--- config.mk ---
export PLATFORM = sky130hd
export DESIGN_NAME = tmr_host_if
export DESIGN_NICKNAME = d
export VERILOG_FILES = /design/src/rtl/tmr_pkg.sv /design/src/rtl/tmr_bus_decode.sv /design/src/rtl/tmr_chan_regs.sv /design/src/rtl/tmr_host_if.sv
export SDC_FILE = /design/constraint.sdc
export NUM_CORES = 1
export LEC_CHECK = 0
export BUFFER_PORTS_ARGS = -buffer_cell sky130_fd_sc_hd__buf_4
export CAP_MARGIN = 10
export CELL_PAD_IN_SITES_DETAIL_PLACEMENT = 1
export CELL_PAD_IN_SITES_GLOBAL_PLACEMENT = 1
export CORE_MARGIN = 3
export CORE_UTILIZATION = 25
export CTS_BUF_LIST = sky130_fd_sc_hd__clkbuf_8 sky130_fd_sc_hd__clkbuf_16
export DETAILED_ROUTE_END_ITERATION = 8
export PLACE_DENSITY = 0.6
export REMOVE_ABC_BUFFERS = 1
export SETUP_SLACK_MARGIN = 0.1
export SYNTH_ARGS = -nofsm -noshare
export SYNTH_HDL_FRONTEND = slang
export SYNTH_SLANG_ARGS = --single-unit
--- constraint.sdc ---
create_clock -name clk -period 4.39 [get_ports clk]
set_input_delay 0.2195 -clock clk [delete_from_list [all_inputs] [get_ports clk]]
set_output_delay 0.2195 -clock clk [all_outputs]
set_load 0.02 [all_outputs]
--- src/rtl/tmr_pkg.sv ---
// Shared encodings of the timer host interface.
// Assumes: control word fields as described in the brief.
package tmr_pkg;

    typedef enum logic [1:0] {
        ACC_FREEZE = 2'b00,
        ACC_LO     = 2'b01,
        ACC_HI     = 2'b10,
        ACC_BOTH   = 2'b11
    } acc_e;

    localparam logic [1:0] SEL_MULTI  = 2'b11;
    localparam logic [5:0] CTRL_RESET = 6'b010000;

endpackage

--- src/rtl/tmr_bus_decode.sv ---
// Bus front end: detects strobe edges against registered copies and turns
// each qualified access into per-channel request pulses.
// Assumes: at most one access per strobe, NCH <= 3, address 3 = command.
module tmr_bus_decode #(
    parameter int NCH    = 3,
    parameter int ADDR_W = 2,
    parameter int DATA_W = 8
) (
    input  logic              clk,
    input  logic              rst_n,
    input  logic              cs_n,
    input  logic              rd_n,
    input  logic              wr_n,
    input  logic [ADDR_W-1:0] addr,
    input  logic [DATA_W-1:0] wdata,
    output logic [NCH-1:0]    ch_we,
    output logic [NCH-1:0]    ch_re,
    output logic [NCH-1:0]    prog,
    output logic [NCH-1:0]    frz_cnt,
    output logic [NCH-1:0]    frz_stat
);
    import tmr_pkg::*;

    localparam logic [ADDR_W-1:0] CMD_ADDR = '1;

    logic rd_n_q, wr_n_q;
    logic wr_edge, rd_edge, cmd_wr, is_multi;
    logic [1:0] sel;
    acc_e acc;

    // Purpose: keep last-cycle strobe levels for edge detection.
    always_ff @(posedge clk) begin
        if (!rst_n) begin
            rd_n_q <= 1'b1;
            wr_n_q <= 1'b1;
        end else begin
            rd_n_q <= rd_n;
            wr_n_q <= wr_n;
        end
    end

    // Purpose: qualify falling strobe edges and split command fields.
    always_comb begin
        wr_edge  = !cs_n && !wr_n && wr_n_q && rd_n;
        rd_edge  = !cs_n && !rd_n && rd_n_q && wr_n;
        cmd_wr   = wr_edge && (addr == CMD_ADDR);
        sel      = wdata[7:6];
        acc      = acc_e'(wdata[5:4]);
        is_multi = (sel == SEL_MULTI);
    end

    for (genvar i = 0; i < NCH; i++) begin : g_ch
        // Purpose: per-channel access and command request pulses.
        always_comb begin
            ch_we[i]    = wr_edge && (addr == ADDR_W'(i));
            ch_re[i]    = rd_edge && (addr == ADDR_W'(i));
            prog[i]     = cmd_wr && !is_multi && (sel == 2'(i)) && (acc != ACC_FREEZE);
            frz_cnt[i]  = cmd_wr && ((!is_multi && (sel == 2'(i)) && (acc == ACC_FREEZE))
                                  || (is_multi && !wdata[5] && wdata[1+i]));
            frz_stat[i] = cmd_wr && is_multi && !wdata[4] && wdata[1+i];
        end
    end

endmodule

--- src/rtl/tmr_chan_regs.sv ---
// One channel's registers: control bits, count register with write byte
// pointer, frozen count and status with read byte pointer.
// Assumes: request pulses are mutually exclusive within a cycle.
module tmr_chan_regs #(
    parameter int CNT_W  = 16,
    parameter int DATA_W = 8
) (
    input  logic              clk,
    input  logic              rst_n,
    input  logic              prog,
    input  logic [5:0]        cw_bits,
    input  logic              frz_cnt,
    input  logic              frz_stat,
    input  logic              we,
    input  logic              re,
    input  logic [DATA_W-1:0] wdata,
    input  logic [CNT_W-1:0]  live_cnt,
    input  logic              out_lvl,
    input  logic              null_flag,
    output logic [DATA_W-1:0] rd_byte,
    output logic [CNT_W-1:0]  cr,
    output logic              cr_stb,
    output logic              cw_stb,
    output logic [5:0]        ctrl
);
    import tmr_pkg::*;

    localparam int HI_LSB = CNT_W - DATA_W;

    logic [5:0]        ctrl_q;
    logic [CNT_W-1:0]  cr_q, snap_q, src;
    logic [DATA_W-1:0] stat_q;
    logic              cnt_held, stat_held, rd_hi, wr_hi, cr_stb_q, cw_stb_q;
    logic              pick_hi, last_byte;
    acc_e              acc;

    // Purpose: choose the byte a read of this channel returns.
    always_comb begin
        acc       = acc_e'(ctrl_q[5:4]);
        src       = cnt_held ? snap_q : live_cnt;
        pick_hi   = (acc == ACC_HI) || ((acc == ACC_BOTH) && rd_hi);
        last_byte = (acc != ACC_BOTH) || rd_hi;
        rd_byte   = stat_held ? stat_q
                  : (pick_hi ? src[CNT_W-1:HI_LSB] : src[DATA_W-1:0]);
    end

    // Purpose: programming, count assembly, freezing and read pointer.
    always_ff @(posedge clk) begin
        if (!rst_n) begin
            ctrl_q    <= CTRL_RESET;
            cr_q      <= '0;
            snap_q    <= '0;
            stat_q    <= '0;
            cnt_held  <= 1'b0;
            stat_held <= 1'b0;
            rd_hi     <= 1'b0;
            wr_hi     <= 1'b0;
            cr_stb_q  <= 1'b0;
            cw_stb_q  <= 1'b0;
        end else begin
            cr_stb_q <= 1'b0;
            cw_stb_q <= 1'b0;
            if (prog) begin
                ctrl_q    <= cw_bits;
                cr_q      <= '0;
                rd_hi     <= 1'b0;
                wr_hi     <= 1'b0;
                cnt_held  <= 1'b0;
                stat_held <= 1'b0;
                cw_stb_q  <= 1'b1;
            end else begin
                if (frz_cnt && !cnt_held) begin
                    snap_q   <= live_cnt;
                    cnt_held <= 1'b1;
                end
                if (frz_stat && !stat_held) begin
                    stat_q    <= {out_lvl, null_flag, ctrl_q};
                    stat_held <= 1'b1;
                end
                if (we) begin
                    case (acc)
                        ACC_LO: begin
                            cr_q[DATA_W-1:0] <= wdata;
                            cr_stb_q         <= 1'b1;
                        end
                        ACC_HI: begin
                            cr_q[CNT_W-1:HI_LSB] <= wdata;
                            cr_stb_q             <= 1'b1;
                        end
                        ACC_BOTH: begin
                            if (wr_hi) begin
                                cr_q[CNT_W-1:HI_LSB] <= wdata;
                                cr_stb_q             <= 1'b1;
                            end else begin
                                cr_q[DATA_W-1:0] <= wdata;
                            end
                            wr_hi <= !wr_hi;
                        end
                        default: ;
                    endcase
                end
                if (re) begin
                    if (stat_held) begin
                        stat_held <= 1'b0;
                    end else begin
                        if (acc == ACC_BOTH) rd_hi <= !rd_hi;
                        if (last_byte) cnt_held <= 1'b0;
                    end
                end
            end
        end
    end

    assign cr     = cr_q;
    assign cr_stb = cr_stb_q;
    assign cw_stb = cw_stb_q;
    assign ctrl   = ctrl_q;

endmodule

--- src/rtl/tmr_host_if.sv ---
// Top of the timer host interface: bus decode, one register set per channel
// and the registered read data path.
// Assumes: single clock domain; engine signals are synchronous to clk.
module tmr_host_if #(
    parameter int NCH    = 3,
    parameter int CNT_W  = 16,
    parameter int DATA_W = 8,
    parameter int ADDR_W = 2
) (
    input  logic                 clk,
    input  logic                 rst_n,
    input  logic                 cs_n,
    input  logic                 rd_n,
    input  logic                 wr_n,
    input  logic [ADDR_W-1:0]    addr,
    input  logic [DATA_W-1:0]    wdata,
    output logic [DATA_W-1:0]    rdata,
    output logic                 rdata_oe,
    input  logic [NCH*CNT_W-1:0] live_cnt,
    input  logic [NCH-1:0]       out_lvl,
    input  logic [NCH-1:0]       null_flag,
    output logic [NCH*CNT_W-1:0] cr_val,
    output logic [NCH-1:0]       cr_stb,
    output logic [NCH-1:0]       cw_stb,
    output logic [NCH*6-1:0]     ctrl_word
);
    logic [NCH-1:0]    ch_we, ch_re, prog, frz_cnt, frz_stat;
    logic [DATA_W-1:0] ch_byte [NCH];
    logic [DATA_W-1:0] sel_byte;
    logic [DATA_W-1:0] rdata_q;

    tmr_bus_decode #(.NCH(NCH), .ADDR_W(ADDR_W), .DATA_W(DATA_W)) u_dec (
        .clk      (clk),
        .rst_n    (rst_n),
        .cs_n     (cs_n),
        .rd_n     (rd_n),
        .wr_n     (wr_n),
        .addr     (addr),
        .wdata    (wdata),
        .ch_we    (ch_we),
        .ch_re    (ch_re),
        .prog     (prog),
        .frz_cnt  (frz_cnt),
        .frz_stat (frz_stat)
    );

    for (genvar i = 0; i < NCH; i++) begin : g_ch
        tmr_chan_regs #(.CNT_W(CNT_W), .DATA_W(DATA_W)) u_regs (
            .clk       (clk),
            .rst_n     (rst_n),
            .prog      (prog[i]),
            .cw_bits   (wdata[5:0]),
            .frz_cnt   (frz_cnt[i]),
            .frz_stat  (frz_stat[i]),
            .we        (ch_we[i]),
            .re        (ch_re[i]),
            .wdata     (wdata),
            .live_cnt  (live_cnt[i*CNT_W +: CNT_W]),
            .out_lvl   (out_lvl[i]),
            .null_flag (null_flag[i]),
            .rd_byte   (ch_byte[i]),
            .cr        (cr_val[i*CNT_W +: CNT_W]),
            .cr_stb    (cr_stb[i]),
            .cw_stb    (cw_stb[i]),
            .ctrl      (ctrl_word[i*6 +: 6])
        );
    end

    // Purpose: pick the addressed channel's byte.
    always_comb begin
        sel_byte = '0;
        for (int i = 0; i < NCH; i++) begin
            if (addr == ADDR_W'(i)) sel_byte = ch_byte[i];
        end
    end

    // Purpose: capture read data on a qualified read edge.
    always_ff @(posedge clk) begin
        if (!rst_n) rdata_q <= '0;
        else if (|ch_re) rdata_q <= sel_byte;
    end

    assign rdata    = rdata_q;
    assign rdata_oe = !cs_n && !rd_n && wr_n && (addr < ADDR_W'(NCH));

endmodule

==> Yosys cells after proc, flatten, opt, wreduce, memory -nomap -nowiden <==
Cells that the tools add are included.
{ "word_totals": {"ff_bits": 166, "latch_bits": 0, "ram_bits": 0, "rom_bits": 0, "input_bits": 69, "out_inout_bits": 81, "word_cells": 239, "mem_count": 0} }
{ "classes": {"addsub": 0, "multipliers": 0, "div": 0, "magnitude_cmp": 1, "eq_ne": 24, "shift": 0, "mux": 54, "n_bitwise": 10, "reduce_logical": 114} }
{ "op_table": {"columns": ["operator", "n"], "rows": [
  ["two-way mux 8 bit", 15],
  ["case mux 8 bit (2 select lines)", 6],
  ["logical AND 1 bit", 49],
  ["two-way mux 16 bit", 3],
  ["two-way mux 1 bit", 27],
  ["AND reduction 3 bit", 9],
  ["equality test 2 bit, second input constant", 10],
  ["logical NOT 1 bit", 18],
  ["AND reduction 2 bit", 9],
  ["nonzero test 2 bit", 7],
  ["!= test 2 bit, second input constant", 6],
  ["OR reduction 2 bit", 6],
  ["OR reduction 3 bit", 4],
  ["equality test 2 x 1 -> 1 bit, second input constant", 5],
  ["NOT 1 bit", 10],
  ["logical OR 1 bit", 9],
  ["logical NOT 2 bit", 3],
  ["!= test 2 x 1 -> 1 bit, second input constant", 3],
  ["case mux 1 bit (2 select lines)", 3],
  ["< comparator 2 bit, second input constant", 1]
]} }

==> Logic depth before layout (Yosys ltp) <==
{ "depth": {"word_depth": 12, "mapped_depth": 7, "ltp_nobuf": 6} }

==> Hierarchy <==
From an unflattened synthesis, not the netlist that was laid out.
{ "hier_totals": {"cells_unflattened": 754, "hier_area_um2": 7736.2} }
{ "modules_own_cells": {"columns": ["mod", "instances", "cells_each", "area_per_inst_um2", "seq_area_each_um2"], "rows": [
  ["tmr_chan_regs", 3, 221, 2317.2, 1041.0],
  ["tmr_host_if", 1, 51, 479.2, 160.2],
  ["tmr_bus_decode", 1, 40, 305.3, 40.0]
]} }

==> Least setup slack after synthesis <==
Ideal clock, no wire load.
{ "synth_path": {"path_kind": "flip-flop to flip-flop", "from": "register g_ch[1].u_regs.ctrl_q[4]", "to": "register rdata_q[7], in the netlist rdata[7]", "t_arrival_ns": 1.875, "required_time_ns": 4.261, "setup_slack_ns": 2.386, "path_stages_with_launch": 7, "n_path_buf": 0, "synth_period_minus_slack_ns": 2.004, "path_cell_list": "dfxtp_1 > inv_1 > ha_1 > a21oi_2 > mux4_2 > a22oi_1 > a31oi_1"} }
{ "synth_via": {"elab_chain_cells": 7, "elab_cells_between_ends": 8, "classes_between": "eq/ne: 2; mux: 4; reduce/logical: 2"} }
{ "synth_rtl": {"columns": ["item", "line_no", "rtl"], "rows": [
  ["from (decl)", "tmr_chan_regs.sv:30", "logic [5:0] ctrl_q;"],
  ["from (signal assigned)", "tmr_chan_regs.sv:64", "ctrl_q <= cw_bits;"],
  ["equality test 2 bit", "tmr_chan_regs.sv:41", "pick_hi = (acc == ACC_HI) || ((acc == ACC_BOTH) && rd_hi);"],
  ["logical AND 1 bit", "tmr_chan_regs.sv:41", null],
  ["logical OR 1 bit (*)", "tmr_chan_regs.sv:41", null],
  ["two-way mux 8 bit (*)", "tmr_chan_regs.sv:44", ": (pick_hi ? src[CNT_W-1:HI_LSB] : src[DATA_W-1:0]);"],
  ["two-way mux 8 bit (*)", "tmr_chan_regs.sv:43", "rd_byte = stat_held ? stat_q"],
  ["two-way mux 8 bit (*) (2 in series)", "tmr_host_if.sv:73", "if (addr == ADDR_W'(i)) sel_byte = ch_byte[i];"],
  ["to (signal assigned)", "tmr_host_if.sv:80", "else if (|ch_re) rdata_q <= sel_byte;"],
  ["to (decl)", "tmr_host_if.sv:30", "logic [DATA_W-1:0] rdata_q;"]
]} }
Every way passes the cells marked *; elsewhere a longest branch is shown, timed or not.
A chain may end at the register's enable or synchronous reset.

==> Worst setup path in the final report <==
{ "layout_path": {"from": "input port wr_n", "to": "register g_ch[0].u_regs.cr_stb_q"} }
{ "layout_via": {"elab_chain_cells": 9, "elab_cells_between_ends": 11, "classes_between": "bitwise: 1; reduce/logical: 10"} }
{ "layout_rtl": {"columns": ["item", "line_no", "rtl"], "rows": [
  ["from (decl)", "tmr_host_if.sv:14", "input logic wr_n,"],
  ["logical NOT 1 bit (*)", "tmr_bus_decode.sv:44", "wr_edge = !cs_n && !wr_n && wr_n_q && rd_n;"],
  ["logical AND 1 bit (*) (3 in series)", "tmr_bus_decode.sv:44", null],
  ["logical AND 1 bit", "tmr_bus_decode.sv:46", "cmd_wr = wr_edge && (addr == CMD_ADDR);"],
  ["logical AND 1 bit (3 in series)", "tmr_bus_decode.sv:57", "prog[i] = cmd_wr && !is_multi && (sel == 2'(i)) && (acc != ACC_FREEZE);"],
  ["OR reduction 3 bit (no line) (*)", null, null],
  ["to (signal assigned)", "tmr_chan_regs.sv:58", "cr_stb_q <= 1'b0;"],
  ["to (signal assigned)", "tmr_chan_regs.sv:61", "cr_stb_q <= 1'b0;"],
  ["to (signal assigned)", "tmr_chan_regs.sv:84", "cr_stb_q <= 1'b1;"],
  ["to (decl)", "tmr_chan_regs.sv:33", "logic cnt_held, stat_held, rd_hi, wr_hi, cr_stb_q, cw_stb_q;"]
]} }
Marked as above.

==> reports/qor.yml <==
clocking:
  post_cts_buffers: 0
  clockBufferDepth: 2
  cts_sinks: 166
  cts.reportedPaths.clkPinSlew_ns: 0.07
  cts_tree: "done"
  cts-root-buf: "clkbuf_16"
  numCtsBuffers: 17
  cts_htree_levels: 4
  cts_resized: 0
  clock_latency_ns: 0.43
  cts.hold.buffers_added: 1
routing:
  drc: 0
  wl_per_cell_um: 20.2
  drtIter0Drc: 257
  drt_pre_antenna_iters: 4
  route.vias.total: 6197
  drtAntennaViolNets: 0
  wirelength_um: 25800
  avgViaCountPerCell: 4.85
pwr:
  peakVddDrop_mv: 0.225
  powerDensity_mw_per_mm2: 345
  sequentialPowerShare_pct: 45.5
  p_int_mw: 2.48
  switching_share_pct: 25.8
  switchingPower_uw: 861
  combPwrFrac_pct: 7.6
  p_leak_nw: 3.67
  p_clk_share_pct: 46.9
placement:
  placed_area_sq_mm: 0.00907
  place_hpwl_um: 17800
  io_buffers: 149
  finalWeightedCongestion: 0.731
layout:
  num-fill-cells: 3438
  nets: 957
  area_growth_pct: 24.9
  drive_gt1_share_pct: 27.8
  layout_commonest_cell: "dfxtp_1"
  antenna_cells: 0
  final_cell_mix: "166 x dfxtp_1, 156 x buf_4, 73 x mux2i_1"
  final_area_sq_mm: 0.00969
synthesis:
  ys_seq_area_share_pct: 42.8
  synth.area.top_cells: "dfxtp_1 43%, mux2i_1 9.4%, mux4_2 7.0%, nand3_1 4.1%, o21ai_0 3.6%"
  ys_types: 52
  synth_top_area_share_pct: 42.8
  ys_ff_latch: 166
  synth_area_leader_cell: "dfxtp_1"
  synthCells: 774
  synth_area_sq_mm: 0.00776
  ys_warn_count: 0
  syn_area_per_cell_sq_um: 10.0
flow_run:
  max_cap_viol_count: 0
global_route:
  grt_use_total_pct: 15.5
  grt_pass1_vias: 6551
  use_met1_pct: 20.4
  grt-busiest-layer: "met2"
  met3_usage_pct: 3.11
  grt_max_degree: 52
  overflow: 0
  grt_pass1_wl_um: 39500
  antenna_found_initial: 0
  met2_usage_pct: 25.7
timing:
  final_max_slew_viol_count: 0
  maxSlewHeadroom_pct: 27.4
  fmax_mhz: 346
  min_period_ns: 2.89
  hold_viol_final: 0
  finalClockSkew_ns: 0.0104
  tightestPinTransition_ns: 1.09
  fin_crit_sh_pct: 65.9
  setup_violations: 0
  whs_ns: 0.0288
  rsz0062_at_grt: "false"
  tns_ns: 0
critical_path:
  slowest_delay_ns: 0.88
  crit_fanout: 21
  r2r-end: "g_ch[0].u_regs.cr_stb"
  cp-end-kind: "flip-flop"
  r2r_cells: 4
  crit_chain: "dlygate4sd3_1 -> buf_4 -> nand4bb_1 -> or3_4 -> o31ai_4 -> nor4_1"
  crit_type: "input pin to flip-flop"
  worst_setup_path_start_kind: "input pin"
  required_ns: 4.66
  rrSetupSlack_ns: 1.75
  slowest_stage: "o31ai_4"
  worstReg2RegStart: "u_dec.wr_n_q"
  arrival_ns: 3.16
min_path:
  hold_end: "u_dec.rd_n_q"
  holdPathStages: 2
  worstHoldStart: "rd_n"
  min_path_type: "input pin to flip-flop"
floorplan:
  chipHeight_um: 182
  die_area_sq_mm: 0.0332
  rows: 63
  core-area_sq_mm: 0.0301
  io_pins: 150
  die_w_um: 182
  start_util_pct: 25.8
status:
  status: "finished, final reports clean"
## metrics by stage
stage                     utilization [%]  setup slack, ns  cells  power (mW)
after floorplan                         -             1.68    700        1.65
after global placement               30.1             1.68   1246        1.81
after detailed placement             30.1             1.60   1246        1.81
after CTS                            32.2             1.49   1279        3.39
after global routing                 32.2             1.32   1279        3.47
final                                32.2             1.50   1279        3.34
## per-layer routing
layer,up-vias,part of all wire (%)
li1,2978,-
met1,3063,46
met2,131,49
met3,25,4.0
met4,0,1.3
met5,-,0
## how the worst max path moves through the flow
stage | slack (ns) | start | endpoint | depth (start not counted)
2_1_floorplan | 1.68 | u_dec.wr_n_q | g_ch[1].u_regs.cnt_held | 4
3_3_place_gp | 1.68 | wr_n | g_ch[0].u_regs.cr_stb | 5
3_5_place_dp | 1.60 | wr_n | g_ch[0].u_regs.cr_stb | 5
4_1_cts | 1.49 | wr_n | g_ch[0].u_regs.cr_stb | 6
5_1_grt | 1.32 | wr_n | g_ch[0].u_regs.cr_stb | 6
6_report | 1.50 | wr_n | g_ch[0].u_regs.cr_stb | 6
## cell families after synthesis
family | share of synthesized area [%]
AO/OA/AOI/OAI | 16.9
XOR/XNOR | 0.677
adder cells (fa/ha/maj) | 1.94
buffers and inverters | 5.50
flip-flops | 42.8
multiplexers | 16.7
AND/OR/NAND/NOR | 15.5
## cells in the mapped netlist (all sizes together)
| library cell | instances |
|---|---|
| a211o | 1 |
| a211oi | 9 |
| a21boi | 52 |
| a21o | 1 |
| a21oi | 19 |
| a22o | 15 |
| a22oi | 11 |
| a311oi | 3 |
| a31oi | 10 |
| and2 | 2 |
| and3 | 6 |
| and4bb | 1 |
| buf | 49 |
| clkbuf | 25 |
| dfxtp | 166 |
| ha | 12 |
| inv | 10 |
| mux2 | 2 |
| mux2i | 73 |
| mux4 | 24 |
| nand2 | 19 |
| nand2b | 9 |
| nand3 | 63 |
| nand3b | 9 |
| nand4bb | 1 |
| nor2 | 63 |
| nor2b | 32 |
| nor3 | 3 |
| nor3b | 2 |
| nor4 | 7 |
| nor4bb | 1 |
| o2111a | 1 |
| o2111ai | 1 |
| o211ai | 3 |
| o21ai | 56 |
| o31ai | 3 |
| or2 | 1 |
| or3 | 3 |
| xor2 | 6 |
## power groups by stage
stage,combinational (mW),clock (mW),sequential (mW)
finish,0.253,1.57,1.52
global route,0.274,1.68,1.52
CTS,0.257,1.61,1.52
detailed placement,0.256,0,1.55
global placement,0.254,0,1.55
floorplan,0.0928,0,1.56
## critical path, delay by kind of cell
family / cells / cell delay (ns)
buffers and inverters: 2 / 0.70
AND/OR/NAND/NOR: 3 / 1.35
AO/OA/AOI/OAI: 1 / 0.88
## area by class of cell
type                    instances  area (sq um)  area share, %
well taps                     390           488           5.04
inverters                      10          37.5          0.387
multi-input cells             524          4050           41.8
repair buffers                157          1180           12.2
clock buffers                  17           425           4.39
clock inverters                15           184           1.90
flip-flops and latches        166          3320           34.3
## state kept, by name, summed over array words and instances, names as in the netlist
signal and flops:
g_ch.u_regs.cnt_held 3, g_ch.u_regs.cr 48, g_ch.u_regs.cr_stb 3, g_ch.u_regs.ctrl 18, g_ch.u_regs.cw_stb 3, g_ch.u_regs.rd_hi 3, g_ch.u_regs.snap_q 48, g_ch.u_regs.stat_held 3
g_ch.u_regs.stat_q 24, g_ch.u_regs.wr_hi 3, rdata 8, u_dec.rd_n_q 1, u_dec.wr_n_q 1
Power figures use the tool's default switching activity.
